===== src/rtl/bus_wait_pkg.sv =====
package bus_wait_pkg;
   typedef enum logic [1:0] {
      MODE_SRAM = 2'd0,
      MODE_BROM = 2'd1,
      MODE_MUX  = 2'd2,
      MODE_RSVD = 2'd3
   } bus_mode_e;

   typedef enum logic [1:0] {
      ST_IDLE = 2'd0,
      ST_WAIT = 2'd1,
      ST_EXT  = 2'd2,
      ST_DONE = 2'd3
   } wait_state_e;
endpackage


===== src/rtl/bus_wait_decode.sv =====
module bus_wait_decode
   import bus_wait_pkg::*;
#(
   parameter int SET_W = 4,
   parameter int CNT_W = 5
) (
   input  logic [SET_W-1:0] setting,
   input  bus_mode_e        mode,
   input  logic             is_write,
   input  logic             later_beat,
   output logic [CNT_W-1:0] n_waits,
   output logic             rdy_ok
);
   localparam int LINEAR_TOP = 10;

   function automatic logic [CNT_W-1:0] sram_map(input logic [SET_W-1:0] s);
      logic [CNT_W-1:0] r;
      if (int'(s) < LINEAR_TOP) r = CNT_W'(s);
      else begin
         case (s[2:0])
            3'd2:    r = CNT_W'(11);
            3'd3:    r = CNT_W'(13);
            3'd4:    r = CNT_W'(15);
            3'd5:    r = CNT_W'(17);
            3'd6:    r = CNT_W'(21);
            default: r = CNT_W'(25);
         endcase
      end
      return r;
   endfunction

   always_comb begin
      n_waits = '0;
      rdy_ok  = 1'b0;
      case (mode)
         MODE_MUX: begin
            rdy_ok = 1'b1;
            if (later_beat) n_waits = CNT_W'(setting[2]);
            else begin
               case (setting[1:0])
                  2'd0:    n_waits = is_write ? CNT_W'(0) : CNT_W'(1);
                  2'd1:    n_waits = CNT_W'(1);
                  2'd2:    n_waits = CNT_W'(2);
                  default: n_waits = CNT_W'(3);
               endcase
            end
         end
         MODE_BROM: begin
            rdy_ok  = (setting != '0);
            n_waits = later_beat ? '0 : sram_map(setting);
         end
         default: begin
            rdy_ok  = (setting != '0);
            n_waits = sram_map(setting);
         end
      endcase
   end
endmodule


===== src/rtl/bus_wait_count.sv =====
module bus_wait_count #(
   parameter int CNT_W = 5
) (
   input  logic             clk,
   input  logic             rst,
   input  logic             load,
   input  logic [CNT_W-1:0] load_val,
   input  logic             dec,
   output logic             zero
);
   logic [CNT_W-1:0] cnt_q;

   always_ff @(posedge clk) begin
      if (rst)                   cnt_q <= '0;
      else if (load)             cnt_q <= load_val;
      else if (dec && cnt_q != '0) cnt_q <= cnt_q - 1'b1;
   end

   assign zero = (cnt_q == '0);
endmodule


===== src/rtl/bus_wait_gen.sv =====
module bus_wait_gen
   import bus_wait_pkg::*;
#(
   parameter int   SET_W      = 4,
   parameter int   CNT_W      = 5,
   parameter logic RDY_ACT_HI = 1'b1
) (
   input  logic             clk,
   input  logic             rst,
   input  logic             wset_we,
   input  logic [SET_W-1:0] wset_d,
   input  logic             acc_start,
   input  logic [1:0]       cfg_mode,
   input  logic             is_write,
   input  logic             later_beat,
   input  logic             ext_ready,
   output logic             wait_active,
   output logic             cycle_done
);
   localparam int               MAX_WAIT  = 25;
   localparam logic [SET_W-1:0] SET_RESET = '1;

   generate
      if (SET_W != 4) begin : g_bad_set
         $error("bus_wait_gen: SET_W must be 4");
      end
      if ((1 << CNT_W) <= MAX_WAIT) begin : g_bad_cnt
         $error("bus_wait_gen: CNT_W too narrow for the largest wait");
      end
   endgenerate

   logic rdy_eff;
   generate
      if (RDY_ACT_HI) begin : g_rdy_hi
         assign rdy_eff = ext_ready;
      end else begin : g_rdy_lo
         assign rdy_eff = ~ext_ready;
      end
   endgenerate

   logic [SET_W-1:0] wset_q;
   always_ff @(posedge clk) begin
      if (rst)          wset_q <= SET_RESET;
      else if (wset_we) wset_q <= wset_d;
   end

   logic [CNT_W-1:0] n_waits;
   logic             rdy_ok;

   bus_wait_decode #(.SET_W(SET_W), .CNT_W(CNT_W)) u_decode (
      .setting    (wset_q),
      .mode       (bus_mode_e'(cfg_mode)),
      .is_write   (is_write),
      .later_beat (later_beat),
      .n_waits    (n_waits),
      .rdy_ok     (rdy_ok)
   );

   wait_state_e state_q, state_d;
   logic        rdy_ok_q;
   logic        accept;
   logic        cnt_zero;

   assign accept = (state_q == ST_IDLE) && acc_start;

   bus_wait_count #(.CNT_W(CNT_W)) u_count (
      .clk      (clk),
      .rst      (rst),
      .load     (accept),
      .load_val ((n_waits == '0) ? n_waits : n_waits - 1'b1),
      .dec      (state_q == ST_WAIT),
      .zero     (cnt_zero)
   );

   always_comb begin
      state_d = state_q;
      case (state_q)
         ST_IDLE: begin
            if (acc_start) begin
               if (n_waits != '0)          state_d = ST_WAIT;
               else if (rdy_ok && !rdy_eff) state_d = ST_EXT;
               else                         state_d = ST_DONE;
            end
         end
         ST_WAIT: begin
            if (cnt_zero) state_d = (rdy_ok_q && !rdy_eff) ? ST_EXT : ST_DONE;
         end
         ST_EXT:  if (rdy_eff) state_d = ST_DONE;
         default: state_d = ST_IDLE;
      endcase
   end

   always_ff @(posedge clk) begin
      if (rst) begin
         state_q  <= ST_IDLE;
         rdy_ok_q <= 1'b0;
      end else begin
         state_q <= state_d;
         if (accept) rdy_ok_q <= rdy_ok;
      end
   end

   assign wait_active = (state_q == ST_WAIT) || (state_q == ST_EXT);
   assign cycle_done  = (state_q == ST_DONE);
endmodule


===== config.mk =====
export PLATFORM = sky130hd
export DESIGN_NAME = bus_wait_gen
export DESIGN_NICKNAME = d
export VERILOG_FILES = /design/src/rtl/bus_wait_pkg.sv /design/src/rtl/bus_wait_decode.sv /design/src/rtl/bus_wait_count.sv /design/src/rtl/bus_wait_gen.sv
export SDC_FILE = /design/constraint.sdc
export NUM_CORES = 1
export LEC_CHECK = 0
export BUFFER_PORTS_ARGS = -buffer_cell sky130_fd_sc_hd__buf_4
export CAP_MARGIN = 5
export CORE_MARGIN = 2
export CORE_UTILIZATION = 59
export DETAILED_ROUTE_END_ITERATION = 8
export GPL_TIMING_DRIVEN = 0
export PLACE_DENSITY = 0.82
export SLEW_MARGIN = 10
export SYNTH_ARGS = -nofsm -noshare
export SYNTH_HDL_FRONTEND = slang
export SYNTH_HIERARCHICAL = 1
export SYNTH_SLANG_ARGS = --single-unit

===== constraint.sdc =====
create_clock -name clk -period 3.8 [get_ports clk]
set_clock_uncertainty 0.05 [all_clocks]
set_input_delay 0.38 -clock clk [delete_from_list [all_inputs] [get_ports clk]]
set_output_delay 0.38 -clock clk [all_outputs]
set_load 0.05 [all_outputs]

==> metrics.yaml, run 1 <==
report.final.slew_viol_count: 0
switchingPower_uw: 331.3
grt_antenna_before_repair: 0
yosysMostFrequentCell: "inv_1"
fin_util_pct: 74.43
placed_cell_area_mm2: 0.001125
required_ns: 3.91
synth_cell_type_count: 43
grt_pass1_wl_um: 3512
synth_edf_count: 0
grt_overflow: 0
ant_nets: 0
critPathSlowestCell: "nor4b_4"
synth_top_area_cell: "dfxtp_1"
multiInputGateArea_um2: 665.6
diodes: 0
die_width_um: 45.17
htree_levels: 1
maxSlewHeadroom_pct: 68.40
worst_ep_arrival_time_ns: 2.61
ir_worst_vdd_mv: 0.4862
p_leak_uw: 0.0004817
syn_inst: 122
via_per_inst: 5.858
async_flop_share_pct: 0
cts.clk_slew.worst_paths_ns: 0.07
synthesis.area_um2: 999.7
place_inst: 152
fin_area_mm2: 0.001147
cts_resized: 0
yosysSeqAreaShare_pct: 24.03
holdBufCountCts: 0
setup_violations: 0
syn-num-nets: 143
synth-main-ff-cell: "dfxtp_1"
cts_tree: "yes"
comb_power_share_pct: 61.9
cts_root_buffer: "clkbuf_4"
status: "finished clean"
ys_ff_latch: 12
drt_wl_total_um: 2005
max_stage_delay_ns: 0.42
routabilityCongestion: 0.8439
cp_max_fo: 7
nets: 162
yosys-top-cells-count: "inv_1, dfxtp_1, nor2_1"
syn_to_final_growth_pct: 14.77
num_vias: 908
yosys-top-cells-area: "dfxtp_1, ha_1, inv_1, nor2_1, nand2_1"
fin_crit_sh_pct: 65.74
core_mm2: 0.001541
netlist.area_leader.share_pct: 24.03
drv_cap: 0
wire_per_inst_um: 12.94
n_fill_cell: 129
die_area_mm2: 0.002040
drive_gt1_share_pct: 19.42
ys_warn_count: 6
layoutNonFillerInstCount: 155
hold_violations: 0
portBuffers: 14
cts_buffer_depth: 2
tightest_slew_ns: 0.4741
fin_setup_tns_ns: 0
p_int_uw: 383.2
path_class: "in -> reg"
crit_family: "simple AND/OR/NAND/NOR gates"
first_pass_iters: 4
powerDensity_mw_per_mm2: 622.7
layout.area.seq_um2: 240.2
cts_setup_buffers: 0
grt_use_total_pct: 22.98
num_io_pins: 15
endpoint_kind: "flop"
crit_buf_inv: 3
syn_area_per_cell_um2: 8.194
grt_max_degree: 15
cts.sinks: 12
hold_path_class: "in -> reg"
path_cells: "buf_4, inv_1, ha_1, and3b_1, o21ai_1, nand3_1, inv_1, ha_1, nor4b_4, o21ai_0, nand2_1, nor2_1, a311o_1"
drtIter0Drc: 15
startpoint_type: "input pin"
min_period_ns: 2.498
rsz0062_at_grt: "no"
p_sw_share_pct: 46.37
cts_inserted_buffers: 3
fmax_mhz: 400.3
grt_pass1_vias: 873
seq_power_share_pct: 26.9
rows: 14
insertion_delay_ns: 0.27
chipHeight_um: 45.17
hpwl_um: 1543
power_frac_clock_pct: 11.2
initial_utilization_pct: 64.85
drc: 0
worst reg2reg max path, cell delays in order, from the launching register on:
cell	delay [ns]
dfxtp_1	0.32
buf_6	0.13
o21a_1	0.18
o22ai_1	0.12
nand3_1	0.17
inv_1	0.09
ha_1	0.21
nor4b_4	0.42
o21ai_0	0.14
nand2_1	0.09
nor2_1	0.05
a311o_1	0.31
layer usage:
layer	share of wire, %	vias up	global-route usage, %
met5	0	-	0
met1	49	423	30.07
met2	48	14	38.57
met3	2.9	2	2.400
li1	-	469	-
met4	0.70	0	8.824
final cells by class:
class | instances | area share [%]
Buffer | 4 | 3.272
Inverter | 15 | 4.907
Timing Repair Buffer | 14 | 9.160
Multi-Input combinational cell | 91 | 58.02
Clock buffer | 3 | 1.963
Tap cell | 16 | 1.745
Sequential cell | 12 | 20.94
cell usage in the layout (no fill, tap or decap), types with 2 or more instances in the layout:
| cell | synthesis | routed |
|---|---|---|
| a211o_1 | 4 | 4 |
| a21oi_1 | 7 | 7 |
| a311oi_1 | 2 | 2 |
| buf_4 | 0 | 14 |
| buf_6 | 3 | 3 |
| clkbuf_4 | 0 | 3 |
| dfxtp_1 | 12 | 12 |
| ha_1 | 8 | 8 |
| inv_1 | 15 | 15 |
| nand2_1 | 10 | 10 |
| nand3_1 | 2 | 2 |
| nor2_1 | 11 | 11 |
| nor2b_1 | 6 | 6 |
| nor3_1 | 4 | 4 |
| nor3b_1 | 2 | 2 |
| o21ai_0 | 2 | 2 |
| o21ai_1 | 3 | 3 |
| or3_1 | 2 | 2 |
| xnor2_1 | 3 | 3 |
final timing paths:
kind / startpoint / endpoint / slack, ns / cells past startpoint
setup / recovery: cfg_mode[0] / u_count/cnt_q[1] / 1.30 / 13
hold reg to reg: state_q[1] / state_q[1] / 0.45 / 2
hold / removal: wset_d[3] / wset_q[3] / 0.25 / 2
setup reg to reg: wset_q[1] / u_count/cnt_q[1] / 1.41 / 11
state kept, by name, indices dropped and copies added (netlist names):
register / flops
u_count/cnt_q: 5
wset_q: 4
state_q: 2
rdy_ok_q: 1
per-stage QoR:
stage / total power (µW) / hold slack, ns / setup slack [ns]
2_1_floorplan: 547.4 / 0.3989 / 1.390
3_3_place_gp: 622.1 / 0.4324 / 1.102
3_5_place_dp: 636.1 / 0.4465 / 1.033
4_1_cts: 717.8 / 0.2471 / 1.312
5_1_grt: 775.7 / 0.2600 / 1.129
6_report: 714.5 / 0.2499 / 1.302
cell families (layout without fill, tap and decap cells):
kind of cell	Yosys count	count (layout)	share of synthesized area (%)
simple gates	47	47	27.04
compound gates	31	31	25.03
buf+inv	19	36	9.386
flops	12	12	24.03
fa+ha+maj	8	8	10.01
xor+xnor	4	4	3.505
mux	1	1	1.001
power by group through the flow:
stage	Clock (µW)	Combinational, µW	Sequential (µW)
finish	79.8	442	192
global route	84.9	493	198
CTS	82.0	444	192
detailed placement	0	441	195
global placement	0	429	193
floorplan	0	361	187
(Power assumes the default switching activity.)
==> run 2: changes to the inputs <==
- CORE_UTILIZATION: 59 -> 55
- PLACE_DENSITY: 0.82 -> 0.77
- clock period: 3.8 -> 2.6 ns (I/O delays scaled with it)
==> metrics.yaml, run 2 (synthesized netlist as in run 1, its figures left out) <==
final_common_cell: "inv_1"
cts.clk_slew.worst_paths_ns: 0.08
chipHeight_um: 46.64
fin_crit_sh_pct: 91.92
holdBufCountCts: 0
n_fill_cell: 163
cts_resized: 0
wire_per_inst_um: 11.94
first_pass_iters: 4
maxSlewHeadroom_pct: 67.98
crit_buf_inv: 3
switchingPower_uw: 489.5
fin_area_mm2: 0.001172
core_mm2: 0.001727
die_area_mm2: 0.002175
crit_family: "simple AND/OR/NAND/NOR gates"
ir_worst_vdd_mv: 0.5550
initial_utilization_pct: 57.90
fin_util_pct: 67.90
grt_antenna_before_repair: 0
multiInputGateArea_um2: 665.6
layoutNonFillerInstCount: 165
hold_slack_ns: 0.1393
cts_buffer_depth: 2
cts_root_buffer: "clkbuf_4"
largest_reg_flops: 5
startpoint_type: "input pin"
path_cells: "buf_4, inv_1, ha_1, and3b_1, o21ai_1, nand3_1, inv_1, ha_1, nor4b_4, o21ai_0, nand2_1, nor2_1, a311o_1"
r2r_start: "wset_q[2]"
critPathSlowestCell: "nor4b_4"
cts_setup_buffers: 0
fmax_mhz: 418.4
hold_start: "wset_d[3]"
path_class: "in -> reg"
drt_wl_total_um: 1970
grt_pass1_vias: 811
required_ns: 2.71
endpoint_kind: "flop"
drv_cap: 0
drtIter0Drc: 14
p_leak_uw: 0.0004889
report.final.slew_viol_count: 0
powerDensity_mw_per_mm2: 921.9
cts_inserted_buffers: 3
p_int_uw: 591.4
startpoint: "cfg_mode[0]"
hpwl_um: 1544
rows: 15
power_frac_clock_pct: 13.7
drive_gt1_share_pct: 20.00
portBuffers: 14
via_per_inst: 5.448
nets: 162
routabilityCongestion: 0.7817
tightest_slew_ns: 0.4802
hold_violations: 0
rsz0062_at_grt: "no"
reg_top3: "u_count/cnt_q: 5 flops, wset_q: 4 flops, state_q: 2 flops"
placed_cell_area_mm2: 0.001136
seq_power_share_pct: 26.0
cts_tree: "yes"
status: "finished clean"
layout_common_cells: "inv_1, buf_4, dfxtp_1"
p_sw_share_pct: 45.29
top_register: "u_count/cnt_q"
drc: 0
setup_violations: 0
syn_to_final_growth_pct: 17.27
place_inst: 161
worst_slack_ns: 0.2102
dp_slack_ns: -0.04873
min_period_ns: 2.390
diodes: 0
ant_nets: 0
grt_pass1_wl_um: 3277
insertion_delay_ns: 0.27
max_stage_delay_ns: 0.40
hold_path_class: "in -> reg"
num_vias: 899
cts.sinks: 12
layout.area.seq_um2: 240.2
grt_use_total_pct: 20.89
grt_overflow: 0
die_width_um: 46.64
grt_max_degree: 15
num_io_pins: 15
comb_power_share_pct: 60.3
cp_max_fo: 7
worst_ep_arrival_time_ns: 2.50
htree_levels: 1
==> run 2: power by group through the flow <==
stage	clock network [µW]	registers, µW	logic, µW
after floorplan	0	273	527
after global placement	0	283	626
after detailed placement	0	285	650
after CTS	150	280	654
after global routing	160	287	711
final	148	281	652
==> run 2: per-stage QoR <==
| step | power (µW) | TNS, ns |
|---|---|---|
| after CTS | 1084 | 0 |
| after global placement | 908.8 | -0.007513 |
| after floorplan | 800.1 | 0 |
| after detailed placement | 934.9 | -0.09805 |
| final | 1081 | 0 |
| after global routing | 1158 | 0 |
==> run 2: final timing paths <==
| kind | end | slack, ns | cells after the start |
|---|---|---|---|
| worst min register to register | rdy_ok_q | 0.45 | 2 |
| worst max-delay path | u_count/cnt_q[1] | 0.21 | 13 |
| worst max register to register | u_count/cnt_q[1] | 0.22 | 11 |
| worst min-delay path | wset_q[3] | 0.14 | 2 |
==> run 2: final cells by class <==
cell class	count	area share [%]
Multi-Input combinational cell	91	56.78
Inverter	15	4.803
Timing Repair Buffer	14	8.965
Tap cell	25	2.668
Clock buffer	4	3.095
Buffer	4	3.202
Sequential cell	12	20.49
==> run 2: metal layers <==
metal | routed length (µm) | vias to the layer above | global-route usage (%)
li1 | - | 468 | -
met1 | 940 | 405 | 27.12
met2 | 929 | 22 | 33.89
met3 | 78 | 4 | 3.922
met4 | 21 | 0 | 8.333
met5 | 0 | - | 0
